===== src/rtl/sck_pkg.sv =====
// Package: shared state encoding for the sleep clock gate controller.
// Assumes nothing beyond IEEE 1800-2017 enum support.
package sck_pkg;

    // Per-core gate states.
    typedef enum logic [1:0] {
        ST_OFF   = 2'd0,  // clock off, waiting for software enable
        ST_RUN   = 2'd1,  // clock running, no request
        ST_PEND  = 2'd2,  // request accepted, waiting for instruction to finish
        ST_SLEEP = 2'd3   // clock stopped until an interrupt arrives
    } core_st_t;

endpackage


===== src/rtl/sck_req_qual.sv =====
// Module: sck_req_qual
// Merges the two sleep instruction requests of one core and masks them
// with the low-power hold bit. Purely combinational.
// Assumes the request inputs are synchronous to clk.
module sck_req_qual (
    input  logic wfi,
    input  logic wfe,
    input  logic lpm_hold,
    output logic sleep_req
);

    // Either instruction counts; the hold bit blocks both.
    always_comb begin
        sleep_req = (wfi | wfe) & ~lpm_hold;
    end

endmodule


===== src/rtl/sck_core_fsm.sv =====
// Module: sck_core_fsm
// Gate state machine for one core. It produces a registered clock enable
// and the matching sleep status. RESET_ON selects whether the core runs from
// reset (primary core) or waits for a software enable (coprocessor).
// Assumes sleep_req is already qualified by the low-power hold bit.
module sck_core_fsm
    import sck_pkg::*;
#(
    parameter bit RESET_ON = 1'b1
) (
    input  logic clk,
    input  logic rst_n,
    input  logic sleep_req,
    input  logic insn_done,
    input  logic wake_irq,
    input  logic sw_enable,
    output logic clk_en,
    output logic asleep
);

    localparam core_st_t RST_STATE = RESET_ON ? ST_RUN : ST_OFF;

    core_st_t state_q, state_d;
    logic     clk_en_q;

    // Next-state selection; an interrupt always beats sleep entry.
    always_comb begin
        state_d = state_q;
        unique case (state_q)
            ST_OFF: begin
                if (sw_enable) state_d = ST_RUN;
            end
            ST_RUN: begin
                if (sleep_req && !wake_irq) begin
                    state_d = insn_done ? ST_SLEEP : ST_PEND;
                end
            end
            ST_PEND: begin
                if (wake_irq)       state_d = ST_RUN;
                else if (insn_done) state_d = ST_SLEEP;
            end
            ST_SLEEP: begin
                if (wake_irq) state_d = ST_RUN;
            end
            default: state_d = RST_STATE;
        endcase
    end

    // State and enable registers with synchronous reset.
    always_ff @(posedge clk) begin
        if (!rst_n) begin
            state_q  <= RST_STATE;
            clk_en_q <= RESET_ON;
        end else begin
            state_q  <= state_d;
            clk_en_q <= (state_d == ST_RUN) || (state_d == ST_PEND);
        end
    end

    // Drive the outputs from the registered enable.
    always_comb begin
        clk_en = clk_en_q;
        asleep = ~clk_en_q;
    end

    // reset forces the per-core default and drops pending requests.
    p_reset_default_r1: assert property (@(posedge clk)
        !rst_n |=> (clk_en == RESET_ON) && (state_q != ST_PEND));

    // a core off since reset stays off without a software enable.
    p_off_holds_r10: assert property (@(posedge clk) disable iff (!rst_n)
        (state_q == ST_OFF && !sw_enable) |=> !clk_en);

    // a running clock cannot stop unless the instruction completed.
    p_wait_done_r4: assert property (@(posedge clk) disable iff (!rst_n)
        (clk_en && !insn_done) |=> clk_en);

    // an interrupt to any enabled core keeps or restores its clock.
    p_irq_wins_r7: assert property (@(posedge clk) disable iff (!rst_n)
        (state_q != ST_OFF && wake_irq) |=> clk_en);

    // a sleeping core stays asleep without an interrupt.
    p_sleep_holds_r6: assert property (@(posedge clk) disable iff (!rst_n)
        (state_q == ST_SLEEP && !wake_irq) |=> !clk_en);

endmodule


===== src/rtl/sleep_clk_ctrl.sv =====
// Module: sleep_clk_ctrl (top)
// Sleep clock gate controller for NUM_CORES cores. Core 0 is the primary
// core and runs from reset; all others are coprocessors enabled by software.
// Assumes all inputs are synchronous to clk and rst_n is synchronous.
module sleep_clk_ctrl #(
    parameter int NUM_CORES = 2
) (
    input  logic                 clk,
    input  logic                 rst_n,
    input  logic                 lpm_hold,
    input  logic [NUM_CORES-1:0] wfi_req,
    input  logic [NUM_CORES-1:0] wfe_req,
    input  logic [NUM_CORES-1:0] insn_done,
    input  logic [NUM_CORES-1:0] irq_pending,
    input  logic [NUM_CORES-1:0] sw_clk_en,
    output logic [NUM_CORES-1:0] core_clk_en,
    output logic [NUM_CORES-1:0] core_asleep
);

    localparam int PRIMARY = 0;

    logic [NUM_CORES-1:0] sleep_req;

    // One qualifier and one gate state machine per core.
    for (genvar gi = 0; gi < NUM_CORES; gi++) begin : g_core
        sck_req_qual u_qual (
            .wfi       (wfi_req[gi]),
            .wfe       (wfe_req[gi]),
            .lpm_hold  (lpm_hold),
            .sleep_req (sleep_req[gi])
        );

        sck_core_fsm #(
            .RESET_ON (gi == PRIMARY)
        ) u_fsm (
            .clk       (clk),
            .rst_n     (rst_n),
            .sleep_req (sleep_req[gi]),
            .insn_done (insn_done[gi]),
            .wake_irq  (irq_pending[gi]),
            .sw_enable (sw_clk_en[gi]),
            .clk_en    (core_clk_en[gi]),
            .asleep    (core_asleep[gi])
        );
    end

    // with the hold bit set, a running core's enable never falls on a
    // cycle where nothing was pending before (checked via the qualifier).
    p_hold_masks_r3: assert property (@(posedge clk) disable iff (!rst_n)
        lpm_hold |-> (sleep_req == '0));

endmodule


===== config.mk =====
export PLATFORM = sky130hd
export DESIGN_NAME = sleep_clk_ctrl
export DESIGN_NICKNAME = d
export VERILOG_FILES = /design/src/rtl/sck_pkg.sv /design/src/rtl/sck_req_qual.sv /design/src/rtl/sck_core_fsm.sv /design/src/rtl/sleep_clk_ctrl.sv
export SDC_FILE = /design/constraint.sdc
export NUM_CORES = 1
export LEC_CHECK = 0
export ABC_CLOCK_PERIOD_IN_PS = 3850
export CAP_MARGIN = 15
export CELL_PAD_IN_SITES_DETAIL_PLACEMENT = 0
export CELL_PAD_IN_SITES_GLOBAL_PLACEMENT = 2
export CORE_ASPECT_RATIO = 1.2
export CORE_MARGIN = 1
export CORE_UTILIZATION = 20
export DETAILED_ROUTE_END_ITERATION = 7
export HOLD_SLACK_MARGIN = 0.15
export MAX_ROUTING_LAYER = met4
export PLACE_DENSITY = 0.82
export RECOVER_POWER = 100
export SYNTH_ARGS = -nofsm -noshare
export SYNTH_HDL_FRONTEND = slang
export SYNTH_SLANG_ARGS = --single-unit

===== constraint.sdc =====
create_clock -name clk -period 3.85 [get_ports clk]
set_input_delay 0.5775 -clock clk [delete_from_list [all_inputs] [get_ports clk]]
set_output_delay 0.5775 -clock clk [all_outputs]
set_load 0.03 [all_outputs]

# [Word-level counts from Yosys, hierarchy flattened]
# Index checks and enable logic that the tools add are counted.
# W data, S select, Z words.
[classes] eq_ne=10 n_mux=14 n_bitwise=7 n_reduce_logical=8
[op_table] op="$mux W2" count=10
[op_table] op="$pmux W2 S4" count=2
[op_table] op="$eq A2 B2 Y1 const B" count=6
[op_table] op="$eq A2 B1 Y1 const B" count=4
[op_table] op="$logic_not A2 Y1" count=2
[op_table] op="$not A1 Y1" count=3
[op_table] op="$and A1 B1 Y1" count=2
[op_table] op="$logic_and A1 B1 Y1" count=2
[op_table] op="$logic_not A1 Y1" count=2
[op_table] op="$logic_or A1 B1 Y1" count=2
[op_table] op="$mux W1" count=2
[op_table] op="$or A1 B1 Y1" count=2
[word_totals] register_bits=6 input_bits=13 wordCells=43

# [Longest topological paths before layout]
# Gate-level depths: netlist of the first run.
[logic_depth] depth_word=7 mapped_depth=3 depth_no_buf=3

# [Cells and area by module]
# A second synthesis of the first run with hierarchy kept.
[unflattened] cells_unflattened=34 area_unflattened_um2=295.3
[by_module_without_submodules] mod="sck_core_fsm (g_core[0].u_fsm)" n_inst=1 cells_per_inst=16 area_each_um2=138.9 seq_area_each_um2=60.1
[by_module_without_submodules] mod="sck_core_fsm (g_core[1].u_fsm)" n_inst=1 cells_per_inst=16 area_each_um2=136.4 seq_area_each_um2=60.1
[by_module_without_submodules] mod="sck_req_qual" n_inst=2 cells_per_inst=1 area_each_um2=10.0 seq_area_each_um2=0.0

# [Least setup slack after synthesis of the first run]
# OpenSTA, ideal clock, no wires.
[synth_path] kind="input to register" from="input irq_pending[0]" to="register g_core[0].u_fsm.state_q[0]" setup_ps=115 arrival_ps=1469 required_time_ps=3735 setup_slack_ps=2266 path_stages=3 path_buffers=0 path_cell_list="or2_0 -> or4_1 -> a21bo_1"
[synth_via] elab_chain_len=4 elab_cells_between_ends=6
[synth_rtl] item="from (decl)" line="sleep_clk_ctrl.sv:14" rtl="input logic [NUM_CORES-1:0] irq_pending,"
[synth_rtl] item="$logic_not A1 Y1" line="sck_core_fsm.sv:34" rtl="if (sleep_req && !wake_irq) begin"
[synth_rtl] item="$logic_and A1 B1 Y1" line="sck_core_fsm.sv:34"
[synth_rtl] item="$mux W2" line="sck_core_fsm.sv:34"
[synth_rtl] item="$pmux W2 S4 *" line="sck_core_fsm.sv:29" rtl="unique case (state_q)"
[synth_rtl] item="to (signal assigned)" line="sck_core_fsm.sv:55" rtl="state_q <= state_d;"
[synth_rtl] item="to (decl)" line="sck_core_fsm.sv:23" rtl="core_st_t state_q, state_d;"
# Mark *: on every way between the ends. The rest lies on a longest branch, timed or not.
# A chain may end at the register's enable or synchronous reset.

# [Worst setup path after layout of the first run]
# Same ends and word-level chain as after synthesis.

==> results.cfg, run 1 <==
[placement]
dp_hpwl_microns = 540.3
io_buffers = 16
place_congestion = 0.6217

[critical_path]
slowest_delay_ns = 0.55
cp_data_arrival_time_ns = 2.07
cp-start-kind = input port
rr_worst_depth = 3
r2r_slack_ns = 2.51
cp.required_ns = 3.98
crit_chain = dlygate4sd3_1, or2_0, or4_1, a21bo_1
regToRegStartpoint = g_core[1].u_fsm.state_q[1]
crit_type = input port to flip-flop
critPathMaxFanout = 3
reg2reg_to = g_core[1].u_fsm.clk_en
endpoint = g_core[0].u_fsm.state_q[0]
crit_start = irq_pending[0]
endpoint_kind = flip-flop
critPathSlowestCell = dlygate4sd3_1

[global_route]
grt_pass1_wl_microns = 1159
grt_max_degree = 7
antenna_found_initial = 0
grt_pass1_vias = 288
grt.total_usage_pct = 10.25
grt_overflow = 0

[layout]
area_growth_pct = 52.85
drive_gt1_share_pct = 7.407
antenna_cells = 0
multi_input_area_sq_um = 163.9
fill_cells = 166
fin_nets = 69
seq_area_sq_um = 120.1

[timing]
fin_hold_ws_ns = 0.4959
max-slew-margin-rel_pct = 79.53
setup_viol = 0
max_freq_mhz = 517.8
period_needed_ns = 1.931
fin_tns_setup_ns = 0
fin_worst_skew_ns = 0.0001399
post-route-period-util_pct = 50.16
rsz0062_at_grt = no
finalHoldViolCount = 0
tightest_slew_ns = 0.3060
drv_slew = 0

[yosys]
yosys.area_share.simple_pct = 27.38
ys_seq_area_share_pct = 36.50
avgSynthCellArea_sq_um = 8.438
synth_nets = 52
synth-xor-area-share_pct = 0
yosysWarnings = 0
synthMuxAreaShare_pct = 0
syn-cell-area_sq_um = 329.1
synth_compound_area_share_pct = 22.43
synth_cell_types = 22
synthesis.instances = 39
synth_seq_cells = 6
synth_fa_ha_area_share_pct = 0
synth_top_family_by_area = simple AND/OR/NAND/NOR gates

[floorplan]
core_area_sq_um = 1483
die_width_microns = 39.03
rows = 15
die-area_sq_um = 1812
die_h_microns = 46.44
start_util_pct = 22.19
io_pins = 17

[routing]
vias = 305
antenna_left = 0
viasPerCell = 4.296
drtIter0Drc = 4
drcViolationCount = 0
firstDrtPassIters = 3
avgRoutedWirePerCell_microns = 9.901
wl_microns = 703

[status]
status = completed

[power]
p_leak_nw = 0.1966
vdd_ir_drop_max_v = 0.00007395
p_per_area_nw_per_um2 = 319.5

[clock_tree]
cts_sinks = 6
cts_resized = 0
clock_latency_ns = 0.24
hold_buffers = 0
clk_pin_slew_ns = 0.04
htreeDepth = 1
cts_tree = yes
clock_path_buffers = 2
post-cts-setup-buffer-count = 0
cts-root-buf = clkbuf_4
cts_buffers = 3

[flow_run]
drv_cap = 0

[hold_path]
min_path_type = flip-flop to flip-flop
[cells in the final DEF (no fill, tap or decap)]
master	n
dlygate4sd3_1	7
a21oi_1	2
or2_0	1
o211ai_1	1
clkbuf_4	3
a21bo_1	1
or4_1	1
and2b_2	1
o22ai_1	1
o31ai_1	2
nor2b_1	1
a211o_1	1
dfxtp_1	6
or3_1	1
clkdlybuf4s50_1	9
o21ai_0	2
nor4b_1	1
a31oi_1	1
or4b_1	1
nor2_1	3
inv_1	4
nand2b_1	2
and2_1	2
[power breakdown]
part            total, W  switching, W  leakage, nW  internal [W]
sequential     0.0000682    0.00000233       0.0495     0.0000659
clock          0.0000571     0.0000219       0.0138     0.0000352
combinational  0.0000354     0.0000154        0.133     0.0000201
total           0.000161     0.0000396        0.197      0.000121
[kinds of logic (layout without fill, tap and decap cells)]
group | after synthesis | after routing
and+or+nand+nor | 14 | 14
AOI/OAI and AO/OA | 11 | 11
buffers and inverters | 8 | 23
DFF | 6 | 6
[worst min path at each step]
stage	startpoint	end	slack (ns)	cells past startpoint
after detailed placement	g_core[1].u_fsm.state_q[0]	g_core[1].u_fsm.state_q[0]	0.48	2
after global placement	g_core[1].u_fsm.state_q[0]	g_core[1].u_fsm.state_q[0]	0.49	2
after global routing	g_core[1].u_fsm.state_q[0]	g_core[1].u_fsm.state_q[0]	0.52	2
after CTS	g_core[1].u_fsm.state_q[0]	g_core[1].u_fsm.state_q[0]	0.50	2
after floorplan	g_core[1].u_fsm.state_q[0]	g_core[1].u_fsm.state_q[0]	0.45	2
final	g_core[1].u_fsm.state_q[0]	g_core[1].u_fsm.state_q[0]	0.50	2
[per-stage QoR]
stage	cells	power [W]	cell area, sq um	utilization, %	setup WS (ns)
3_5_place_dp	68	0.0001065	480.5	32.41	1.786
6_report	71	0.0001607	503.0	33.92	1.919
2_1_floorplan	39	0.00008958	329.1	-	2.266
5_1_grt	71	0.0001723	503.0	33.92	1.854
3_3_place_gp	68	0.0001066	480.5	32.41	1.811
4_1_cts	71	0.0001654	503.0	33.92	2.023
[routing by layer]
metal  vias to the layer above  GRT usage, %  share of wire, %
met5                         -             -                 0
met4                         0         10.34               1.3
met3                         2         2.899               5.1
met2                         9         13.67                47
met1                       129         11.66                46
li1                        165             -                 -
[registers in the layout, summed over array words and instances, names as in the netlist]
register,flops
g_core.u_fsm.state_q,4
g_core.u_fsm.clk_en,2
[worst max-delay path: cells and delay by family]
kind,cells,cell delay (ns)
simple gates,2,0.74
buf+inv,1,0.55
compound gates,1,0.19
[cells in the mapped netlist]
cell type	instances	area [sq um]
inv_1	4	15.01
dfxtp_1	6	120.1
o22ai_1	1	6.260
or4b_1	1	10.01
o31ai_1	2	15.01
a211o_1	1	8.760
o21ai_0	1	5.000
a31oi_1	1	6.260
and2b_2	1	8.760
o21ai_1	1	5.000
and2_1	2	12.51
o211ai_1	1	7.510
nor4b_1	1	8.760
or3_1	1	6.260
a21oi_1	2	10.01
buf_4	4	30.03
nand2b_1	2	12.51
or4_1	1	7.510
a21bo_1	1	10.01
nor2b_1	1	6.260
nor2_1	3	11.26
or2_0	1	6.260
[layout make-up]
cell class / instances / share of cell area, %
multi-input combinational: 25 / 32.59
timing repair buffer: 16 / 31.84
sequential: 6 / 23.88
clock buffer: 3 / 4.478
tap: 17 / 4.229
inverter: 4 / 2.985
(Power assumes the default switching activity.)
==> inputs of run 2 (changes only) <==
- ABC_CLOCK_PERIOD_IN_PS: 3850 -> 1900
- CORE_UTILIZATION: 20 -> 19
- PLACE_DENSITY: 0.82 -> 0.78
- clock period: 3.85 -> 1.9 ns (I/O delays scaled with it)
==> results.cfg, run 2 (synthesized netlist as in run 1, its figures left out) <==
[status]
status = completed

[critical_path]
endpoint = g_core[0].u_fsm.state_q[0]
cp.depth = 4
crit_start = irq_pending[0]
crit_buf_inv = 1
crit_type = input port to flip-flop
slowest_delay_ns = 0.56
r2r_slack_ns = 0.57
cp-start-kind = input port
regToRegStartpoint = g_core[1].u_fsm.state_q[1]
cp.required_ns = 2.05
reg2reg_to = g_core[1].u_fsm.state_q[0]
crit_chain = dlygate4sd3_1, or2_0, or4_1, a21bo_1
cp_data_arrival_time_ns = 1.79
rr_worst_depth = 3
endpoint_kind = flip-flop
critPathMaxFanout = 3
path_delay_family = simple AND/OR/NAND/NOR gates
critPathSlowestCell = dlygate4sd3_1

[layout]
seq_area_sq_um = 120.1
drive_gt1_share_pct = 7.407
layout_commonest_cell = clkdlybuf4s50_1
area_growth_pct = 53.23
fin_nets = 69
fill_cells = 179
top_register = g_core.u_fsm.state_q
largest_reg_flops = 4
multi_input_area_sq_um = 163.9
antenna_cells = 0
design_area_sq_um = 504.2
final_cell_mix = clkdlybuf4s50_1, dlygate4sd3_1, dfxtp_1, inv_1

[timing]
fin_tns_setup_ns = 0
rsz0062_at_grt = no
setup_viol = 0
period_needed_ns = 1.634
finalHoldViolCount = 0
drv_slew = 0
max_freq_mhz = 611.9
tightest_slew_ns = 0.3063
post-route-period-util_pct = 86.01
fin_worst_skew_ns = 0.0002200
max-slew-margin-rel_pct = 79.52

[clock_tree]
clock_latency_ns = 0.25
cts_buffers = 3
hold_buffers = 0
htreeDepth = 1
cts_sinks = 6
post-cts-setup-buffer-count = 0
cts-root-buf = clkbuf_4
cts_tree = yes
cts_resized = 0
clock_path_buffers = 2
clk_pin_slew_ns = 0.05

[global_route]
grt_max_degree = 7
antenna_found_initial = 0
grt_overflow = 0
grt_pass1_wl_microns = 1138
gr-usage-met2_pct = 10.65
grt.total_usage_pct = 9.766
met3_usage_pct = 2.791
busiest_layer = met1
grtUsageMet1_pct = 12.99
grt_pass1_vias = 261

[routing]
viasPerCell = 4.361
wl_microns = 682
vias = 314
antenna_left = 0
drtIter0Drc = 5
avgRoutedWirePerCell_microns = 9.472
drcViolationCount = 0
firstDrtPassIters = 4

[floorplan]
core_area_sq_um = 1622
io_pins = 17
start_util_pct = 20.29
die-area_sq_um = 1903
rows = 16
die_h_microns = 47.59
die_width_microns = 39.99

[power]
vdd_ir_drop_max_v = 0.0002352
p_per_area_nw_per_um2 = 665.1
p_leak_nw = 0.1956
power_w = 0.0003354

[placement]
place_congestion = 0.6845
place_area_sq_um = 481.7
io_buffers = 16
dp_hpwl_microns = 521.5

[flow_run]
drv_cap = 0

[hold_path]
min_path_type = flip-flop to flip-flop
-- run 2: cell counts in the layout (fill, tap and decap cells not counted) --
Identical to the previous run, type by type.
-- run 2: per-stage QoR --
step / hold slack [ns] / setup slack, ns / instances / utilization [%]
6_report: 0.4811 / 0.2658 / 72 / 31.10
5_1_grt: 0.5262 / 0.2164 / 72 / 31.10
4_1_cts: 0.4799 / 0.3586 / 72 / 31.10
3_5_place_dp: 0.4732 / 0.1254 / 69 / 29.71
3_3_place_gp: 0.4701 / 0.1544 / 69 / 29.71
2_1_floorplan: 0.3753 / 0.6088 / 39 / -
-- run 2: metal layers --
metal / vias to the layer above / routed length (microns)
li1: 164 / -
met1: 136 / 334
met2: 11 / 277
met3: 3 / 44
met4: 0 / 26
met5: - / 0
-- run 2: final cells by class --
cell class | instances | area share [%]
Tap cell | 18 | 4.466
Multi-Input combinational cell | 25 | 32.51
Clock buffer | 3 | 4.466
Inverter | 4 | 2.978
Sequential cell | 6 | 23.82
Timing Repair Buffer | 16 | 31.76
-- run 2: worst min-delay path by stage --
stage,from,endpoint,slack (ns),depth (start not counted)
after floorplan,insn_done[1],g_core[1].u_fsm.clk_en,0.38,1
after global placement,g_core[1].u_fsm.state_q[0],g_core[1].u_fsm.state_q[0],0.47,2
after detailed placement,g_core[1].u_fsm.state_q[0],g_core[1].u_fsm.state_q[0],0.47,2
after CTS,g_core[1].u_fsm.state_q[0],g_core[1].u_fsm.state_q[0],0.48,2
after global routing,g_core[1].u_fsm.state_q[0],g_core[1].u_fsm.state_q[0],0.53,2
final,g_core[1].u_fsm.state_q[0],g_core[1].u_fsm.state_q[0],0.48,2
-- run 2: tightest hold or removal path: cells and delay by family (launching register included) --
| kind | cells | cell delay [ns] |
|---|---|---|
| AOI/OAI and AO/OA | 1 | 0.06 |
| DFF | 1 | 0.31 |
| buffers and inverters | 1 | 0.07 |
-- run 2: power breakdown --
| part | internal, W | leakage [nW] | switching, W | total (W) |
|---|---|---|---|---|
| combinational | 0.0000406 | 0.132 | 0.0000310 | 0.0000716 |
| clock | 0.0000720 | 0.0138 | 0.0000540 | 0.000126 |
| sequential | 0.000133 | 0.0495 | 0.00000436 | 0.000138 |
| total | 0.000246 | 0.196 | 0.0000894 | 0.000335 |
==> inputs of run 3 (changes only) <==
- PLACE_DENSITY: 0.78 -> default
- PLACE_DENSITY_LB_ADDON: default -> 0.1
==> results.cfg, run 3 (synthesized netlist as in run 1, its figures left out) <==
[clock_tree]
hold_buffers = 0
cts_buffers = 3
clock_path_buffers = 2
clk_pin_slew_ns = 0.05
cts-root-buf = clkbuf_4
clock_latency_ns = 0.23
htreeDepth = 1
cts_resized = 0
cts_sinks = 6
post-cts-setup-buffer-count = 0
cts_tree = yes

[placement]
place_area_sq_um = 481.7
io_buffers = 16
pre_cts_slack_ns = 0.1129
place_inst = 69
place_congestion = 0.7355

[critical_path]
crit_type = input port to flip-flop
cp.required_ns = 2.02
cp-start-kind = input port
r2r_slack_ns = 0.59
cp_data_arrival_time_ns = 1.80
endpoint_kind = flip-flop
critPathMaxFanout = 3

[routing]
vias = 316
wl_microns = 632
antenna_left = 0
drcViolationCount = 0
viasPerCell = 4.389
avgRoutedWirePerCell_microns = 8.778
drtIter0Drc = 6
firstDrtPassIters = 4

[power]
power_w = 0.0003229
vdd_ir_drop_max_v = 0.0002622
p_leak_nw = 0.1953
p_per_area_nw_per_um2 = 640.4

[timing]
finalHoldViolCount = 0
setup_viol = 0
fin_worst_skew_ns = 0.00006799
period_needed_ns = 1.676
finalWorstSetupSlack_ns = 0.2238
rsz0062_at_grt = no
post-route-period-util_pct = 88.22
max_freq_mhz = 596.6
fin_tns_setup_ns = 0
drv_slew = 0
max-slew-margin-rel_pct = 79.50
tightest_slew_ns = 0.3065

[hold_path]
min_path_type = flip-flop to flip-flop

[layout]
final_cell_mix = clkdlybuf4s50_1, dfxtp_1, dlygate4sd3_1, inv_1
top_register = g_core.u_fsm.state_q
area_growth_pct = 53.23
final_cells = 72
layout_commonest_cell = clkdlybuf4s50_1
design_area_sq_um = 504.2
largest_reg_flops = 4
drive_gt1_share_pct = 7.407
fin_nets = 69
antenna_cells = 0

[floorplan]
die_width_microns = 39.99
die_h_microns = 47.59
core_area_sq_um = 1622
io_pins = 17
die-area_sq_um = 1903
rows = 16
start_util_pct = 20.29

[status]
status = completed

[global_route]
grt.total_usage_pct = 9.375
grt_pass1_wl_microns = 1193
grt_max_degree = 7
grt_overflow = 0
antenna_found_initial = 0
grt_pass1_vias = 321

[flow_run]
drv_cap = 0
==> run 3: per-stage QoR <==
stage,hold WS (ns),utilization (%)
2_1_floorplan,0.3753,-
3_3_place_gp,0.4736,29.71
3_5_place_dp,0.4740,29.71
4_1_cts,0.4807,31.10
5_1_grt,0.5310,31.10
6_report,0.4805,31.10
==> run 3: worst paths after layout <==
check,end,start,cells after the start
max,g_core[0].u_fsm.state_q[0],irq_pending[0],4
min,g_core[1].u_fsm.state_q[0],g_core[1].u_fsm.state_q[0],2
max reg2reg,g_core[1].u_fsm.clk_en,g_core[1].u_fsm.state_q[1],3
min reg2reg,g_core[1].u_fsm.state_q[0],g_core[1].u_fsm.state_q[0],2
==> run 3: cell type report <==
cell class / instances / area [sq um]
timing repair buffer: 16 / 160.2
tap: 18 / 22.52
sequential: 6 / 120.1
inverter: 4 / 15.01
clock buffer: 3 / 22.52
fill: 164 / 1117
multi-input combinational: 25 / 163.9
==> run 3: routing by layer <==
metal	global-route usage, %	wire length (microns)	up-vias
met4	5.517	0	0
li1	-	-	167
met3	3.256	31	0
met2	12.90	300	13
met5	-	0	-
met1	11.58	300	136
==> run 3: power breakdown <==
group / total [W] / leakage, nW / switching, W / internal (W)
combinational: 0.0000721 / 0.132 / 0.0000311 / 0.0000410
sequential: 0.000138 / 0.0495 / 0.00000459 / 0.000133
clock: 0.000113 / 0.0138 / 0.0000415 / 0.0000712
total: 0.000323 / 0.195 / 0.0000772 / 0.000246
==> run 3: worst max-delay path, stage by stage <==
cell and delay [ns]:
dlygate4sd3_1 0.56, or2_0 0.25, or4_1 0.51, a21bo_1 0.20
